[src/rtl/flash_bus_pkg.sv]
package flash_bus_pkg;

  typedef enum logic [2:0] {
    BM_PWRDN, BM_STANDBY, BM_OUTDIS, BM_READ, BM_WRITE, BM_BADWR
  } bus_mode_e;

  typedef enum logic [1:0] {
    RM_ARRAY  = 2'd0,
    RM_IDENT  = 2'd1,
    RM_STATUS = 2'd2
  } rd_mode_e;

  localparam logic [7:0] MFR_CODE  = 8'h89;
  localparam logic [7:0] DEV_TOP   = 8'h94;
  localparam logic [7:0] DEV_BOT   = 8'h95;
  localparam logic [7:0] SR_INIT   = 8'h80;
  localparam int         SR_RDY    = 7;
  localparam int         SR_VPPERR = 3;

  // Pin priority: power-down, then chip select, then write enable, then output enable
  function automatic bus_mode_e decode_pins(logic pwd_n, logic ce_n, logic oe_n, logic we_n);
    if (!pwd_n)     return BM_PWRDN;
    else if (ce_n)  return BM_STANDBY;
    else if (!we_n) return oe_n ? BM_WRITE : BM_BADWR;
    else if (!oe_n) return BM_READ;
    else            return BM_OUTDIS;
  endfunction

  function automatic logic [7:0] ident_code(logic a0, logic top_boot);
    if (!a0) return MFR_CODE;
    return top_boot ? DEV_TOP : DEV_BOT;
  endfunction

endpackage

[src/rtl/fbc_interval.sv]
module fbc_interval #(
  parameter int CYC = 6
) (
  input  logic clk,
  input  logic rst_n,
  input  logic pwd_n,
  output logic done
);
  localparam int W = $clog2(CYC + 2);

  logic [W-1:0] cnt;

  always_ff @(posedge clk or negedge rst_n) begin
    if (!rst_n)          cnt <= W'(CYC);
    else if (!pwd_n)     cnt <= W'(CYC);
    else if (cnt != '0)  cnt <= cnt - 1'b1;
  end

  assign done = (cnt == '0);


  hold_after_pd_chk: assert property (@(posedge clk) disable iff (!rst_n)
    !pwd_n |=> !done);

endmodule

[src/rtl/fbc_cmd_state.sv]
module fbc_cmd_state
  import flash_bus_pkg::*;
(
  input  logic       clk,
  input  logic       rst_n,
  input  logic       pd,
  input  logic       wr_ok,
  input  logic       cmd_rd_stb,
  input  logic [1:0] cmd_rd_sel,
  input  logic       cmd_pe_stb,
  input  logic       vpp_hi,
  input  logic       eng_busy,
  output rd_mode_e   rd_mode,
  output logic [7:0] sr,
  output logic       eng_start,
  output logic       eng_abort,
  output logic       blk_bad
);
  logic rd_req, pe_req, vpp_fail;

  assign rd_req    = wr_ok && cmd_rd_stb;
  assign pe_req    = wr_ok && cmd_pe_stb;
  assign vpp_fail  = pe_req && !vpp_hi;
  assign eng_start = pe_req && vpp_hi;
  assign eng_abort = pd && eng_busy;

  always_ff @(posedge clk or negedge rst_n) begin
    if (!rst_n) begin
      rd_mode <= RM_ARRAY;
      sr      <= SR_INIT;
      blk_bad <= 1'b0;
    end else begin
      if (eng_abort) blk_bad <= 1'b1;
      if (pd) begin
        rd_mode <= RM_ARRAY;
        sr      <= SR_INIT;
      end else begin
        sr[SR_RDY] <= !eng_busy;
        if (vpp_fail) sr[SR_VPPERR] <= 1'b1;
        if (rd_req && cmd_rd_sel != 2'd3) rd_mode <= rd_mode_e'(cmd_rd_sel);
      end
    end
  end


  pd_resets_state_chk: assert property (@(posedge clk) disable iff (!rst_n)
    pd |=> (sr == SR_INIT) && (rd_mode == RM_ARRAY));

  abort_marks_block_chk: assert property (@(posedge clk) disable iff (!rst_n)
    (pd && eng_busy) |=> blk_bad);

  vpp_low_flags_chk: assert property (@(posedge clk) disable iff (!rst_n)
    (cmd_pe_stb && wr_ok && !vpp_hi) |=> sr[SR_VPPERR]);

  ready_bit_chk: assert property (@(posedge clk) disable iff (!rst_n)
    (!pd && eng_busy) |=> !sr[SR_RDY]);

endmodule

[src/rtl/flash_bus_ctrl.sv]
module flash_bus_ctrl
  import flash_bus_pkg::*;
#(
  parameter int WAKE_CYC = 6,
  parameter int LOCK_CYC = 10,
  parameter bit TOP_BOOT = 1'b0
) (
  input  logic       clk,
  input  logic       rst_n,
  input  logic       pwd_n,
  input  logic       ce_n,
  input  logic       oe_n,
  input  logic       we_n,
  input  logic       a0,
  input  logic       a9_hv,
  input  logic       vpp_hi,
  input  logic       cmd_rd_stb,
  input  logic [1:0] cmd_rd_sel,
  input  logic       cmd_pe_stb,
  input  logic       eng_busy,
  input  logic [7:0] array_dout,
  output logic [7:0] dq_out,
  output logic       dq_oe,
  output logic       eng_start,
  output logic       eng_abort,
  output logic       blk_bad
);
  bus_mode_e  mode;
  rd_mode_e   rd_mode;
  logic [7:0] sr;
  logic       wake_done, lock_done, wr_ok;
  logic [7:0] rd_byte;

  assign mode  = decode_pins(pwd_n, ce_n, oe_n, we_n);
  assign wr_ok = (mode == BM_WRITE) && lock_done;

  fbc_interval #(.CYC(WAKE_CYC)) i_wake (
    .clk(clk), .rst_n(rst_n), .pwd_n(pwd_n), .done(wake_done));

  fbc_interval #(.CYC(LOCK_CYC)) i_lock (
    .clk(clk), .rst_n(rst_n), .pwd_n(pwd_n), .done(lock_done));

  fbc_cmd_state i_cmd (
    .clk(clk), .rst_n(rst_n), .pd(mode == BM_PWRDN), .wr_ok(wr_ok),
    .cmd_rd_stb(cmd_rd_stb), .cmd_rd_sel(cmd_rd_sel), .cmd_pe_stb(cmd_pe_stb),
    .vpp_hi(vpp_hi), .eng_busy(eng_busy), .rd_mode(rd_mode), .sr(sr),
    .eng_start(eng_start), .eng_abort(eng_abort), .blk_bad(blk_bad));

  always_comb begin
    if (a9_hv) rd_byte = ident_code(a0, TOP_BOOT);
    else begin
      case (rd_mode)
        RM_IDENT:  rd_byte = ident_code(a0, TOP_BOOT);
        RM_STATUS: rd_byte = sr;
        default:   rd_byte = array_dout;
      endcase
    end
  end

  assign dq_oe  = (mode == BM_READ) && wake_done;
  assign dq_out = dq_oe ? rd_byte : 8'h00;


  drive_needs_pins_chk: assert property (@(posedge clk) disable iff (!rst_n)
    dq_oe |-> (pwd_n && !ce_n && !oe_n && we_n));

  lockout_blocks_start_chk: assert property (@(posedge clk) disable iff (!rst_n)
    eng_start |-> lock_done);

  standby_quiet_chk: assert property (@(posedge clk) disable iff (!rst_n)
    ce_n |-> (!dq_oe && !eng_start));

endmodule

[config.mk]
export PLATFORM = sky130hd
export DESIGN_NAME = flash_bus_ctrl
export DESIGN_NICKNAME = d
export VERILOG_FILES = /design/src/rtl/flash_bus_pkg.sv /design/src/rtl/fbc_interval.sv /design/src/rtl/fbc_cmd_state.sv /design/src/rtl/flash_bus_ctrl.sv
export SDC_FILE = /design/constraint.sdc
export NUM_CORES = 1
export LEC_CHECK = 0
export BUFFER_PORTS_ARGS = -buffer_cell sky130_fd_sc_hd__clkbuf_2
export CORE_MARGIN = 5
export CORE_UTILIZATION = 43
export CTS_BUF_LIST = sky130_fd_sc_hd__clkbuf_4
export DETAILED_ROUTE_END_ITERATION = 8
export GPL_ROUTABILITY_DRIVEN = 0
export GPL_TIMING_DRIVEN = 0
export PLACE_DENSITY = 0.81
export SETUP_SLACK_MARGIN = 0.02
export SYNTH_ARGS = -nofsm -noshare
export SYNTH_HDL_FRONTEND = slang
export SYNTH_SLANG_ARGS = --single-unit
export TNS_END_PERCENT = 30
[constraint.sdc]
create_clock -name clk -period 1.4 [get_ports clk]
set_input_delay 0.14 -clock clk [delete_from_list [all_inputs] [get_ports clk]]
set_output_delay 0.14 -clock clk [all_outputs]
set_load 0.01 [all_outputs]
Word level (Yosys, flattened, before mapping)
Cells that the tools add are included.
{"block": "word_totals", "word_cells": 56, "output_inout_bits": 12, "register_bits": 12}
{"block": "op_classes", "n_addsub": 2, "eq_ne": 7, "muxes": 24, "reduce_logical": 17}
{"operator": "8-bit 2-to-1 mux", "count": 5}
{"operator": "8-bit one-hot mux with 2 select lines", "count": 1}
{"operator": "3-bit 2-to-1 mux", "count": 5}
{"operator": "1-bit 2-to-1 mux", "count": 9}
{"operator": "1-bit logical AND", "count": 8}
{"operator": "4-bit 2-to-1 mux", "count": 2}
{"operator": "3-bit logical NOT", "count": 2}
{"operator": "4-bit logical NOT", "count": 1}
{"operator": "2-bit 2-to-1 mux", "count": 2}
{"operator": "2-bit by 1-bit != test with 1-bit output (second input constant)", "count": 2}
{"operator": "2-bit nonzero test", "count": 2}
{"operator": "4-bit nonzero test", "count": 1}
{"operator": "4-bit by 1-bit subtractor with 4-bit output (second input constant)", "count": 1}
{"operator": "3-bit by 2-bit equality test with 1-bit output (second input constant)", "count": 1}
{"operator": "3-bit equality test (second input constant)", "count": 1}
{"operator": "3-bit nonzero test", "count": 1}
{"operator": "3-bit by 1-bit subtractor with 3-bit output (second input constant)", "count": 1}
{"operator": "2-bit by 1-bit equality test with 1-bit output (second input constant)", "count": 1}
{"operator": "2-bit equality test (second input constant)", "count": 1}
{"operator": "1-bit logical NOT", "count": 2}
{"operator": "2-bit != test (second input constant)", "count": 1}

Longest topological paths before layout
{"block": "depth", "depth_word": 10, "depth_mapped": 6}

By module
Synthesis repeated with hierarchy kept, for this count alone.
{"block": "hier_totals", "cells_unflattened": 108, "area_unflattened_um2": 962.2}
{"module": "flash_bus_ctrl", "cells_per_inst": 44, "instances": 1, "seq_area_each_um2": 0.0, "area_per_inst_um2": 277.8}
{"module": "fbc_cmd_state", "cells_per_inst": 25, "instances": 1, "seq_area_each_um2": 126.4, "area_per_inst_um2": 261.5}
{"module": "fbc_interval (i_lock)", "cells_per_inst": 22, "instances": 1, "seq_area_each_um2": 102.6, "area_per_inst_um2": 232.7}
{"module": "fbc_interval (i_wake)", "cells_per_inst": 17, "instances": 1, "seq_area_each_um2": 77.6, "area_per_inst_um2": 190.2}

Worst setup path after synthesis
OpenSTA, ideal clock, no wires.
{"block": "synth_timing", "path_kind": "reg2out", "startpoint": "register i_wake.cnt[1]", "endpoint": "output dq_out[1]", "path_stages_with_launch": 7, "n_path_buf": 0, "slack_ns": -0.081, "arrival_ns": 1.341, "path_cell_list": "dfstp_2 inv_1 ha_1 and2b_1 nand2_1 inv_2 and3_1"}
{"block": "synth_between", "elab_chain_len": 3}
{"item": "start, declared", "line": "fbc_interval.sv:11", "source": "logic [W-1:0] cnt;"}
{"item": "start signal, assigned", "line": "fbc_interval.sv:14", "source": "if (!rst_n) cnt <= W'(CYC);"}
{"item": "start signal, assigned", "line": "fbc_interval.sv:15", "source": "else if (!pwd_n) cnt <= W'(CYC);"}
{"item": "start signal, assigned", "line": "fbc_interval.sv:16", "source": "else if (cnt != '0) cnt <= cnt - 1'b1;"}
{"item": "3-bit logical NOT", "line": "fbc_interval.sv:19", "source": "assign done = (cnt == '0);"}
{"item": "1-bit logical AND", "line": "flash_bus_ctrl.sv:60", "source": "assign dq_oe = (mode == BM_READ) && wake_done;"}
{"item": "net dq_oe", "line": "flash_bus_ctrl.sv:23", "source": "output logic dq_oe,"}
{"item": "8-bit 2-to-1 mux", "line": "flash_bus_ctrl.sv:61", "source": "assign dq_out = dq_oe ? rd_byte : 8'h00;"}
{"item": "end, declared", "line": "flash_bus_ctrl.sv:22", "source": "output logic [7:0] dq_out,"}
The timed path passes the listed nets, and every way through them passes these cells.

Worst setup path in the final report
{"block": "layout_timing", "startpoint": "register i_wake.cnt[1]", "endpoint": "output dq_out[6]"}
{"block": "layout_between", "elab_chain_len": 3}
{"item": "3-bit logical NOT", "line": "fbc_interval.sv:19"}
{"item": "1-bit logical AND", "line": "flash_bus_ctrl.sv:60"}
{"item": "8-bit 2-to-1 mux", "line": "flash_bus_ctrl.sv:61"}
No other way between the ends.

==> metrics.csv <==
stage;metric;value;unit
power;p_clk_frac;0.254;
power;p_leak;0.596;nW
sta;fmax;0.573;GHz
power;peakVddDrop;625;uV
drt;detail-route-antenna-nets;0;
run;cap_violations;0;
synthesis;synth_nets;113;
synthesis;syn_avg_cell_area;9.08;sq um
power;swShare;0.301;
power;pwr-share-seq;0.478;
synthesis;synth.area.top_cells;dfrtp_1, dfstp_2, ha_1;
critical_path;cp-start-kind;flop;
worst_hold_path;hp-class;primary input to flop;
floorplan;ioPinCount;34;
clock_network;cts_num_sinks;12;
critical_path;reg2reg_slack;-0.05;ns
synthesis;synthFlopType;dfrtp_1;
global_routing;gr-usage-all-layers;0.165;
sta;finClkSkew;0.000297;ns
synthesis;yosysUniqueCellTypes;32;
power;power.density;744;nW/um^2
critical_path;crit_arrival;1.61;ns
power;power;0.894;mW
sta;period_minus_slack;1.75;ns
drt;vias_per_cell;5.05;
synthesis;yosysTopAreaCellShare;0.224;
run_status;violations;negative setup slack;
synthesis;yosys_warnings;0;
synthesis;netlist_instances;86;
synthesis;synth_top_area_cell;dfrtp_1;
floorplan;die_y;52.6;um
drt;drc;0;
sta;setup_viol;13;
placement;io_buffers;33;
critical_path;cp-end-kind;output pin;
global_routing;antenna_found_initial;0;
synthesis;async_reset_ff_frac;1.00;
clock_network;cts_max_path_buffers;2;
sta;report.final.slew_viol_count;0;
power;p_comb_frac;0.268;
drt;drt_pass1_iterations;4;
global_routing;grt_remaining_overflow;0;
critical_path;path_max_fanout;4;
critical_path;cp.required;1.26;ns
drt;first_iter_violations;8;
synthesis;ys_seq_area_frac;0.393;
clock_network;cts_buffers;3;
final_layout;drive_above_1_share;0.565;
power;p_sw;0.270;mW
sta;worst_pin_slew;0.303;ns
critical_path;crit_path_end;dq_out[6];
floorplan;initial_utilization;0.452;
drt;vias;788;
synthesis;synth_edf_count;0;
global_routing;grt_max_degree;13;
clock_network;cts_htree_levels;1;
drt;wl_per_cell;13.3;um
sta;rsz0062_at_grt;true;
floorplan;die_w;52.6;um
run_status;status;finished with violations;
drt;routed_wl;2080;um
clock_network;tritoncts;done;
sta;finalHoldViolations;0;
final_layout;syn_to_final_growth;53.8;%
critical_path;cp-startpoint;i_wake.cnt[1];
placement;post-dp-hpwl;1470;um
synthesis;mappedNetlistArea;781;sq um
critical_path;r2r-end;i_cmd.rd_mode[0];
sta;final.setup.tns;-3.18;ns
sta;slew-limit-headroom;0.798;
sta;fin_crit_sh;1.25;
synthesis;synth.most_common_cell;nand2_1;
sta;layout_setup_ws;-0.345;ns
global_routing;grt_pass1_wl;3370;um
power;power.internal;0.625;mW
clock_network;clock_latency;0.27;ns
clock_network;clk_pin_slew;0.07;ns
sta;holdWs;0.0105;ns
floorplan;die-area;2770;sq um
final_layout;diodes;0;
synthesis;ys_seq_elements;12;
global_routing;grt_pass1_vias;809;
synthesis;yosys-top-cells-count;nand2_1, inv_1, dfrtp_1, nor2_1;
floorplan;num_rows;15;
clock_network;root_buffer;clkbuf_4;
final_layout;layout.nets;159;
final_layout;final_util;0.696;
floorplan;core_region_area;1730;sq um
critical_path;r2r_start;i_lock.cnt[0];
critical_path;worstSetupPathType;flop to output pin;
critical_path;ff2ff_path_depth;6;
==> worst min-delay path by stage <==
stage	start	slack, ns	cells after the start	to
floorplan	rst_n	-0.16	0	i_cmd.blk_bad
global placement	rst_n	0.04	1	i_cmd.blk_bad
detailed placement	rst_n	0.04	1	i_cmd.blk_bad
CTS	eng_busy	0.01	2	i_cmd.sr[7]
global route	eng_busy	0.03	2	i_cmd.sr[7]
finish	eng_busy	0.01	2	i_cmd.sr[7]
==> cell usage in the layout, fill, tap and decap left out, types with 4 or more instances in the layout <==
cell / instances
dfstp_2: 5
buf_2: 4
dfrtp_1: 7
nand2_1: 9
inv_1: 4
clkbuf_2: 29
nor2_1: 7
buf_4: 5
inv_2: 4
==> power groups by stage <==
stage	Sequential, mW	Clock (mW)	Combinational, mW
after floorplan	0.422	0	0.123
after global placement	0.426	0	0.175
after detailed placement	0.428	0	0.185
after CTS	0.424	0.230	0.216
after global routing	0.431	0.250	0.272
final	0.427	0.227	0.240
==> stage by stage <==
step           area (sq um)  std cells  setup WS, ns
2_1_floorplan           812         86       -0.0135
3_3_place_gp           1010        144        -0.118
3_5_place_dp           1010        144        -0.230
4_1_cts                1140        155        -0.362
5_1_grt                1200        156        -0.426
6_report               1200        156        -0.345
==> cell families (layout without fill, tap and decap cells) <==
logic type | count (synthesis) | after routing | share of synthesized area
AND/OR/NAND/NOR | 40 | 40 | 0.300
AO/OA/AOI/OAI | 14 | 14 | 0.117
flip-flops | 12 | 12 | 0.393
buffers and inverters | 10 | 55 | 0.0497
adder cells (fa/ha/maj) | 5 | 5 | 0.0801
multiplexers | 3 | 3 | 0.0385
XOR/XNOR | 2 | 2 | 0.0224
==> cell type report <==
class,instances,area (sq um)
clock buffer,3,22.5
clock inverter,1,3.75
fill,144,526
tap,25,31.3
timing repair buffer,41,254
multi-input combinational,64,542
inverter,9,36.3
sequential,12,307
buffer,1,5.00
==> flip-flops by register name (all words and copies together), names as in the netlist <==
name,count
i_lock.cnt,4
i_cmd.blk_bad,1
i_wake.cnt,3
i_cmd.sr,2
i_cmd.rd_mode,2
==> metal layers <==
| metal | wire length (um) | vias up | share of wire | track usage |
|---|---|---|---|---|
| li1 | - | 385 | - | - |
| met1 | 800 | 370 | 0.38 | 0.179 |
| met5 | 0 | - | 0 | 0 |
| met4 | 44 | 0 | 0.021 | 0.0851 |
| met3 | 123 | 5 | 0.059 | 0.0256 |
| met2 | 1110 | 28 | 0.53 | 0.302 |
==> timing repair <==
action / 4_1_cts / 5_1_grt
resized for setup: 10 / 16
hold buffers: 1 / 0
setup endpoints to repair: 12 / 16
buffers inserted: 6 / 1
hold endpoints to repair: 9 / 0
pin swaps: 5 / 7
==> worst max-delay path, stage by stage (launching register included) <==
cell	delay, ns
dfstp_2	0.54
inv_2	0.05
ha_4	0.15
and2b_2	0.21
nand2_4	0.08
inv_4	0.04
and3_4	0.14
buf_8	0.11
Power figures use the tool's default switching activity.
